File: config.mk
export PLATFORM = sky130hd
export DESIGN_NAME = warp_fence_tracker
export DESIGN_NICKNAME = d
export VERILOG_FILES = /design/src/rtl/wft_pkg.sv /design/src/rtl/wft_warp_entry.sv /design/src/rtl/wft_fence_ctrl.sv /design/src/rtl/warp_fence_tracker.sv
export SDC_FILE = /design/constraint.sdc
export NUM_CORES = 1
export LEC_CHECK = 0
export BUFFER_PORTS_ARGS = -buffer_cell sky130_fd_sc_hd__buf_2
export CORE_ASPECT_RATIO = 1.5
export CORE_MARGIN = 1.5
export CORE_UTILIZATION = 47
export DETAILED_ROUTE_END_ITERATION = 10
export HOLD_SLACK_MARGIN = 0.12
export PLACE_DENSITY = 0.62
export SYNTH_ARGS = -nofsm -noshare
export SYNTH_HDL_FRONTEND = slang
export SYNTH_SLANG_ARGS = --single-unit
File: constraint.sdc
create_clock -name clk -period 10.1 [get_ports clk]
set_clock_uncertainty 0.2 [all_clocks]
set_input_delay 2.02 -clock clk [delete_from_list [all_inputs] [get_ports clk]]
set_output_delay 2.02 -clock clk [all_outputs]
set_load 0.03 [all_outputs]
File: src/rtl/wft_pkg.sv
// Package: shared types of the warp fence completion tracker.
// Assumes nothing beyond IEEE 1800-2017 enums.
package wft_pkg;

    // Action applied to a warp's in-flight store counter in one cycle
    typedef enum logic [1:0] {
        CNT_HOLD = 2'd0,
        CNT_INC  = 2'd1,
        CNT_DEC  = 2'd2
    } cnt_op_e;

    // Fence state of one warp
    typedef enum logic {
        FS_IDLE  = 1'b0,
        FS_ARMED = 1'b1
    } fence_st_e;

endpackage

File: src/rtl/wft_warp_entry.sv
// Module: one warp's slot in the tracker. Holds the largest completion time
// returned for the warp and a count of its stores still awaiting a response,
// and flags when a fence for the warp could complete.
// Assumes: a response never arrives for a warp with a zero count and the
// count never overflows; time stamps do not wrap.
module wft_warp_entry
    import wft_pkg::*;
#(
    parameter int TS_W    = 16,
    parameter int CNT_W   = 6,
    parameter int WID_W   = 3,
    parameter int WARP_ID = 0
) (
    input  logic             clk,
    input  logic             rst_n,
    input  logic             issue_vld,
    input  logic [WID_W-1:0] issue_warp,
    input  logic             resp_vld,
    input  logic [WID_W-1:0] resp_warp,
    input  logic [TS_W-1:0]  resp_time,
    input  logic [TS_W-1:0]  global_time,
    output logic [TS_W-1:0]  ent_time,
    output logic [CNT_W-1:0] ent_cnt,
    output logic             ready
);

    localparam logic [WID_W-1:0] MY_ID = WID_W'(WARP_ID);

    logic             issue_hit;
    logic             resp_hit;
    logic [TS_W-1:0]  time_q;
    logic [TS_W-1:0]  time_d;
    logic [CNT_W-1:0] cnt_q;
    logic [CNT_W-1:0] cnt_d;
    cnt_op_e          cnt_op;

    // Decode whether this cycle's store events belong to this warp
    always_comb begin
        issue_hit = issue_vld && (issue_warp == MY_ID);
        resp_hit  = resp_vld  && (resp_warp  == MY_ID);
    end

    // Keep the maximum completion time seen for this warp
    always_comb begin
        time_d = time_q;
        if (resp_hit && (resp_time > time_q)) begin
            time_d = resp_time;
        end
    end

    // Choose the counter action; simultaneous issue and response cancel out
    always_comb begin
        cnt_op = CNT_HOLD;
        if (issue_hit && !resp_hit) begin
            cnt_op = CNT_INC;
        end else if (resp_hit && !issue_hit && (cnt_q != '0)) begin
            cnt_op = CNT_DEC;
        end
    end

    // Apply the counter action
    always_comb begin
        unique case (cnt_op)
            CNT_INC: cnt_d = cnt_q + CNT_W'(1);
            CNT_DEC: cnt_d = cnt_q - CNT_W'(1);
            default: cnt_d = cnt_q;
        endcase
    end

    // State registers of the slot
    always_ff @(posedge clk) begin
        if (!rst_n) begin
            time_q <= '0;
            cnt_q  <= '0;
        end else begin
            time_q <= time_d;
            cnt_q  <= cnt_d;
        end
    end

    // A fence may complete once global time is past the slot and none in flight
    always_comb begin
        ready    = (global_time > time_q) && (cnt_q == '0);
        ent_time = time_q;
        ent_cnt  = cnt_q;
    end

endmodule

File: src/rtl/wft_fence_ctrl.sv
// Module: per-warp fence arming and release, plus the request/grant
// handshake toward the issue logic. A fence is armed at the first edge its
// request is seen and released when the warp's slot reports ready.
// Assumes: the requester holds fence_req and fence_warp until fence_gnt.
module wft_fence_ctrl
    import wft_pkg::*;
#(
    parameter int NUM_WARPS = 8,
    parameter int WID_W     = 3
) (
    input  logic                 clk,
    input  logic                 rst_n,
    input  logic                 fence_req,
    input  logic [WID_W-1:0]     fence_warp,
    input  logic [NUM_WARPS-1:0] ready_vec,
    output logic [NUM_WARPS-1:0] release_vec,
    output logic                 fence_gnt,
    output logic                 fence_stall
);

    fence_st_e            st_q [NUM_WARPS];
    logic [NUM_WARPS-1:0] armed;
    logic [NUM_WARPS-1:0] req_hit;

    // Per-warp fence state machine
    for (genvar w = 0; w < NUM_WARPS; w++) begin : g_warp
        // Decode the request for this warp and expose the armed flag
        always_comb begin
            req_hit[w] = fence_req && (fence_warp == WID_W'(w));
            armed[w]   = (st_q[w] == FS_ARMED);
        end

        // Arm on request, disarm on release; release takes precedence
        always_ff @(posedge clk) begin
            if (!rst_n) begin
                st_q[w] <= FS_IDLE;
            end else if (release_vec[w]) begin
                st_q[w] <= FS_IDLE;
            end else if (req_hit[w]) begin
                st_q[w] <= FS_ARMED;
            end
        end
    end

    // Release pulses, grant to the requested warp, and stall to the issuer
    always_comb begin
        release_vec = armed & ready_vec;
        fence_gnt   = fence_req && release_vec[fence_warp];
        fence_stall = fence_req && !fence_gnt;
    end

endmodule

File: src/rtl/warp_fence_tracker.sv
// Module: top of the warp fence completion tracker. One slot per warp records
// the latest global write completion time and the stores in flight; the fence
// controller holds a fencing warp until global time has passed its slot.
// Assumes: NUM_WARPS is a power of two of at least 2; stores are never
// stalled downstream, so ordering is enforced only here.
module warp_fence_tracker #(
    parameter int NUM_WARPS = 8,
    parameter int TS_W      = 16,
    parameter int CNT_W     = 6
) (
    input  logic                         clk,
    input  logic                         rst_n,
    input  logic                         st_issue_vld,
    input  logic [$clog2(NUM_WARPS)-1:0] st_issue_warp,
    input  logic                         st_resp_vld,
    input  logic [$clog2(NUM_WARPS)-1:0] st_resp_warp,
    input  logic [TS_W-1:0]              st_resp_time,
    input  logic                         fence_req,
    input  logic [$clog2(NUM_WARPS)-1:0] fence_warp,
    input  logic [TS_W-1:0]              global_time,
    output logic                         fence_gnt,
    output logic                         fence_stall,
    output logic [NUM_WARPS-1:0]         fence_release
);

    localparam int WID_W = $clog2(NUM_WARPS);

    logic [NUM_WARPS-1:0]            ready_vec;
    logic [NUM_WARPS-1:0][TS_W-1:0]  ent_time;
    logic [NUM_WARPS-1:0][CNT_W-1:0] ent_cnt;

    // One tracking slot per warp
    for (genvar w = 0; w < NUM_WARPS; w++) begin : g_slot
        wft_warp_entry #(
            .TS_W    (TS_W),
            .CNT_W   (CNT_W),
            .WID_W   (WID_W),
            .WARP_ID (w)
        ) u_entry (
            .clk         (clk),
            .rst_n       (rst_n),
            .issue_vld   (st_issue_vld),
            .issue_warp  (st_issue_warp),
            .resp_vld    (st_resp_vld),
            .resp_warp   (st_resp_warp),
            .resp_time   (st_resp_time),
            .global_time (global_time),
            .ent_time    (ent_time[w]),
            .ent_cnt     (ent_cnt[w]),
            .ready       (ready_vec[w])
        );
    end

    wft_fence_ctrl #(
        .NUM_WARPS (NUM_WARPS),
        .WID_W     (WID_W)
    ) u_fence (
        .clk         (clk),
        .rst_n       (rst_n),
        .fence_req   (fence_req),
        .fence_warp  (fence_warp),
        .ready_vec   (ready_vec),
        .release_vec (fence_release),
        .fence_gnt   (fence_gnt),
        .fence_stall (fence_stall)
    );

endmodule

==> flow_summary.toml, run 1 <==
[worst_setup_path]
required_ns = 7.88
start_kind = "primary input"
reg2reg_from = "g_slot[2].u_entry.ent_time[13]$_SDFFE_PN0P_"
crit_type = "primary input to output port"
critPathMaxFanout = 8
crit_start = "global_time[14]"
cp-end-kind = "output port"
cp.arrival_ns = 4.96

[layout]
final_common_cell = "ha_1"
nets = 2041
n_fill_cell = 2928
final_cell_mix = "ha_1, dfxtp_1, inv_1, nor2b_1, mux2i_1"
layoutNonFillerInstCount = 2117
syn_to_final_growth_pct = 8.05
diodes = 0
drive_above_1_share = 0.0672
design_area_sq_um = 16000
final_util = 0.516

[detailed_routing]
first_pass_iters = 5
drt-initial-drc-count = 389
vias_per_cell = 5.51
ant_nets = 0
routed_wl_um = 38300
drc = 0
routedWlPerCell_um = 18.1
vias = 11700

[synth]
ys_seq_area_frac = 0.254
synth_flop_cell = "dfxtp_1"
synth_edf_count = 7
synth_top_area_frac = 0.244
synthCells = 1666
synth_area_leader_cell = "ha_1"
yosys.cell_types.count = 58
synth-seq-cells = 184
synth_async_sr_flop_share = 0
syn_area_per_cell_sq_um = 8.87
yosys-top-cells-area = "ha_1, dfxtp_1, mux2i_1"
synth-warning-count = 0
syn_area_sq_um = 14800
synth_nets = 2008

[timing]
fin_ws_ns = 2.92
worst_slew_pin_slew_ns = 0.886
final_max_slew_viol_count = 0
rsz0062_at_grt = "no"
timing.fmax_mhz = 139
slew_headroom = 0.409
period_minus_slack_ns = 7.18
finalCritPeriodShare = 0.711
hold_violations = 0
setup_viol_count_final = 0
fin_tns_setup_ns = 0
whs_ns = 0.319

[floorplan]
dieHeight_um = 220
design.core.area_sq_um = 30900
die_w_um = 148
rows = 79
initial_core_util = 0.477
dieArea_sq_um = 32500
io_pins = 56

[clock_network]
cts_hold_buffers = 0
ctsResizeCount = 0
clockBufferDepth = 2
cts_made_buffers = 17
cts_setup_buffers = 0
cts_sinks = 184
clock_latency_ns = 0.46
cts.htree.levels = 4
root_buffer = "clkbuf_16"
clkSlewWorstSetupHoldPaths_ns = 0.07
cts_tree = "yes"

[global_routing]
use_met3 = 0.0369
antenna_found_initial = 1
grt_busiest_layer = "met2"
grt_pass1_vias = 11600
met2_usage = 0.448
overflow = 0
gr-usage-all-layers = 0.243
grt_pass1_wl_um = 61000
grt_max_degree = 100
grtUsageMet1 = 0.278

[power]
p_total_mw = 1.72
p_leak_nw = 6.27
ir_drop_mv = 0.0981
cellPowerDensity_nw_per_um2 = 108

[place]
place_area_sq_um = 15400
dp_hpwl_um = 29700
pre_cts_ws_ns = 2.91
dp.cells = 2085
place.gp.congestion = 0.858
io_buffers = 55

[min_path]
hp-class = "flip-flop to flip-flop"
hold_path_startpoint = "g_slot[6].u_entry.ent_time[6]$_SDFFE_PN0P_"

[flow_run]
drv_cap = 0

[status]
status = "finished clean"
[cell usage after synthesis (4+ instances only)]
master     count
nand2_1       72
nand4_1       45
o2111ai_1      8
and3_1         8
nor4_1        14
dfxtp_1      177
clkbuf_1      38
mux2i_1      136
and2_1        18
xnor2_1       24
a21o_1        36
nand3_1       19
nor2b_1      175
ha_1         288
o21bai_1      16
a41oi_2        8
inv_1        175
buf_4          8
nor2_1        80
o21a_1        19
o211ai_1      13
o21ai_0       45
nand2b_1       8
fa_1           8
a21oi_1      135
buf_1          4
nor3_1         9
edfxtp_1       7
or2_2          5
xor2_1        16
o311a_1        8
and4_1         8
[sequential cells by signal, indices dropped and copies added, names as in the netlist]
name and count:
u_fence.st_q 8, g_slot.u_entry.ent_time 128, g_slot.u_entry.ent_cnt 48
[area by class of cell]
| class | instances | area, sq um | share of cell area |
|---|---|---|---|
| clock buffer | 18 | 429 | 0.0269 |
| clock inverter | 14 | 125 | 0.00784 |
| inverter | 175 | 657 | 0.0412 |
| multi-input combinational | 1257 | 10100 | 0.636 |
| sequential | 184 | 3750 | 0.235 |
| tap | 405 | 507 | 0.0317 |
| timing repair buffer | 64 | 345 | 0.0216 |
[final timing paths]
| path | to | slack [ns] | cells past startpoint |
|---|---|---|---|
| setup / recovery | fence_gnt | 2.92 | 9 |
| hold / removal | g_slot[6].u_entry.ent_time[6]$_SDFFE_PN0P_ | 0.32 | 2 |
| setup reg to reg | u_fence.st_q[0][2]$_DFFE_PP_ | 7.12 | 7 |
| hold reg to reg | g_slot[6].u_entry.ent_time[6]$_SDFFE_PN0P_ | 0.32 | 2 |
[layer usage]
layer	routed length (um)	up-vias
li1	-	5924
met1	16500	5492
met2	19300	166
met3	1180	74
met4	1280	2
met5	12	-
[worst max-delay path, cell delays in order]
cell      delay [ns]
buf_2           0.20
ha_1            0.35
nand4_1         0.15
nor4_1          0.61
a221oi_1        0.17
a21oi_1         0.60
mux4_2          0.41
o221a_1         0.23
buf_2           0.21
[report_power, final]
group / internal, mW / switching, mW / leakage (nW) / total [mW]
Sequential: 0.744 / 0.00861 / 1.50 / 0.752
Combinational: 0.119 / 0.183 / 4.51 / 0.302
Clock: 0.340 / 0.325 / 0.258 / 0.665
[logic make-up (layout without fill, tap and decap cells)]
logic type	count (synthesis)	in the layout	share of synthesized area
simple gates	475	475	0.177
buf+inv	225	271	0.0592
mux	137	137	0.0937
xor+xnor	40	40	0.0237
compound gates	309	309	0.137
fa+ha+maj	296	296	0.255
flops	184	184	0.254
(Power assumes the default switching activity.)
==> inputs of run 2 (changes only) <==
- ABC_AREA: default -> 1
- PLACE_DENSITY: 0.62 -> 0.65
- clock period: 10.1 -> 5.9 ns (I/O delays scaled with it)
==> flow_summary.toml, run 2 <==
[layout]
drive_above_1_share = 0.0547
diodes = 0
final_common_cell = "nor2_1"
final_cell_mix = "nor2_1, nand2_1, ha_1, inv_1, a21oi_1"
final_util = 0.519
syn_to_final_growth_pct = 8.57
nets = 2504
largest_reg_flops = 128
layoutNonFillerInstCount = 2580

[synth]
synth_flop_cell = "dfxtp_1"
yosys-top-cells-count = "nor2_1, nand2_1, ha_1"
yosys-top-cells-area = "ha_1, dfxtp_1, nor2_1"
synthCells = 2125
ys_seq_area_frac = 0.252
syn_area_per_cell_sq_um = 7.01
synth_nets = 2467
synth-warning-count = 0
yosysMostFrequentCell = "nor2_1"
synth_edf_count = 7
yosys.cell_types.count = 43
synth_top_area_frac = 0.242
synth-seq-cells = 184
synth_area_leader_cell = "ha_1"
syn_area_sq_um = 14900
synth_async_sr_flop_share = 0

[timing]
setup_viol_count_final = 0
finalCritPeriodShare = 0.797
hold_violations = 0
whs_ns = 0.267
period_minus_slack_ns = 4.70
final_max_slew_viol_count = 0
fin_tns_setup_ns = 0
worst_slew_pin_slew_ns = 1.10
slew_headroom = 0.262
timing.fmax_mhz = 213
rsz0062_at_grt = "no"

[detailed_routing]
routedWlPerCell_um = 17.4
routed_wl_um = 44900
wl_met1_um = 18000
top_layer = "met4"
ant_nets = 0
drc = 0
vias_per_cell = 5.47
wl_met2_um = 22200
vias = 14100
drt-initial-drc-count = 746
dr_wl_met3_um = 2100
first_pass_iters = 5

[worst_setup_path]
cp-end-kind = "output port"
crit_type = "primary input to output port"
required_ns = 4.52
critPathMaxFanout = 8
start_kind = "primary input"
cp.arrival_ns = 3.32

[power]
clkPwrFrac = 0.383
cellPowerDensity_nw_per_um2 = 206
internal_power_mw = 2.26
p_total_mw = 3.32
p_leak_nw = 7.37
power_frac_comb = 0.218
seqPwrFrac = 0.399
p_sw_mw = 1.07
ir_drop_mv = 0.227
switching_share = 0.321

[status]
status = "finished clean"

[floorplan]
io_pins = 56
rows = 79
dieHeight_um = 221
initial_core_util = 0.478
dieArea_sq_um = 32800
design.core.area_sq_um = 31100
die_w_um = 148

[clock_network]
cts_hold_buffers = 0
clkSlewWorstSetupHoldPaths_ns = 0.07
clock_latency_ns = 0.46
cts_sinks = 184
cts_made_buffers = 17
cts_setup_buffers = 0
ctsResizeCount = 0
cts_tree = "yes"
cts.htree.levels = 4
clockBufferDepth = 2
root_buffer = "clkbuf_16"

[flow_run]
drv_cap = 0

[place]
place.gp.congestion = 0.909
io_buffers = 55
dp.cells = 2548
dp_hpwl_um = 33800

[global_routing]
grt_max_degree = 71
antenna_found_initial = 1
grt_pass1_wl_um = 71100
gr-usage-all-layers = 0.281
overflow = 0
grt_pass1_vias = 13700

[min_path]
hp-class = "flip-flop to flip-flop"
==> run 2: cell types whose count changed after synthesis, sizes merged, moves of 115 or more <==
cell / change
nor2: +275
nand2: +244
nor2b: -174
mux2i: -136
nand3: +127
inv: +115
==> run 2: logic make-up after synthesis <==
group,Yosys count,synth area share
AND/OR/NAND/NOR,884,0.248
buffers and inverters,335,0.0865
AO/OA/AOI/OAI,402,0.147
adder cells (fa/ha/maj),296,0.253
flip-flops,184,0.252
XOR/XNOR,24,0.0141
==> run 2: final cells by class <==
class | count | area [sq um]
Fill cell | 3201 | 15000
Multi-Input combinational cell | 1606 | 9860
Sequential cell | 184 | 3750
Inverter | 291 | 1090
Tap cell | 405 | 507
Clock buffer | 18 | 429
Timing Repair Buffer | 62 | 330
Clock inverter | 14 | 195
==> run 2: per-layer routing <==
metal | vias up | global-route usage
li1 | 7120 | -
met1 | 6502 | 0.316
met2 | 367 | 0.498
met3 | 124 | 0.0441
met4 | 0 | 0.161
met5 | - | 0
==> run 2: worst paths after layout <==
check	to	slack, ns	start	cells after the start
worst max register to register	g_slot[0].u_entry.ent_time[15]$_SDFFE_PN0P_	2.73	g_slot[0].u_entry.ent_time[15]$_SDFFE_PN0P_	12
worst min register to register	g_slot[6].u_entry.ent_time[13]$_SDFFE_PN0P_	0.27	g_slot[6].u_entry.ent_time[13]$_SDFFE_PN0P_	2
worst max-delay path	fence_gnt	1.20	global_time[15]	15
worst min-delay path	g_slot[6].u_entry.ent_time[13]$_SDFFE_PN0P_	0.27	g_slot[6].u_entry.ent_time[13]$_SDFFE_PN0P_	2
==> run 2: power groups by stage <==
stage	Combinational, mW	Clock [mW]	Sequential, mW
floorplan	0.488	0	1.35
global placement	0.696	0	1.35
detailed placement	0.718	0	1.35
CTS	0.721	1.29	1.33
global route	0.830	1.34	1.33
finish	0.724	1.27	1.33
==> run 2: worst max-delay path: stages <==
cell     delay [ns]
buf_2          0.18
ha_1           0.32
nand2_1        0.06
inv_1          0.05
nand3_1        0.09
nor3_1         0.46
nand2_1        0.10
nand2_1        0.11
nand3_1        0.09
nand2_1        0.10
inv_1          0.04
nand2_1        0.05
nand2_1        0.06
nor2_1         0.18
buf_2          0.24
==> run 2: stage by stage <==
step	setup slack, ns	instance area, sq um
4_1_cts	1.23	16200
6_report	1.20	16200
2_1_floorplan	1.93	14900
5_1_grt	1.01	16200
3_3_place_gp	1.27	15500
3_5_place_dp	1.24	15500
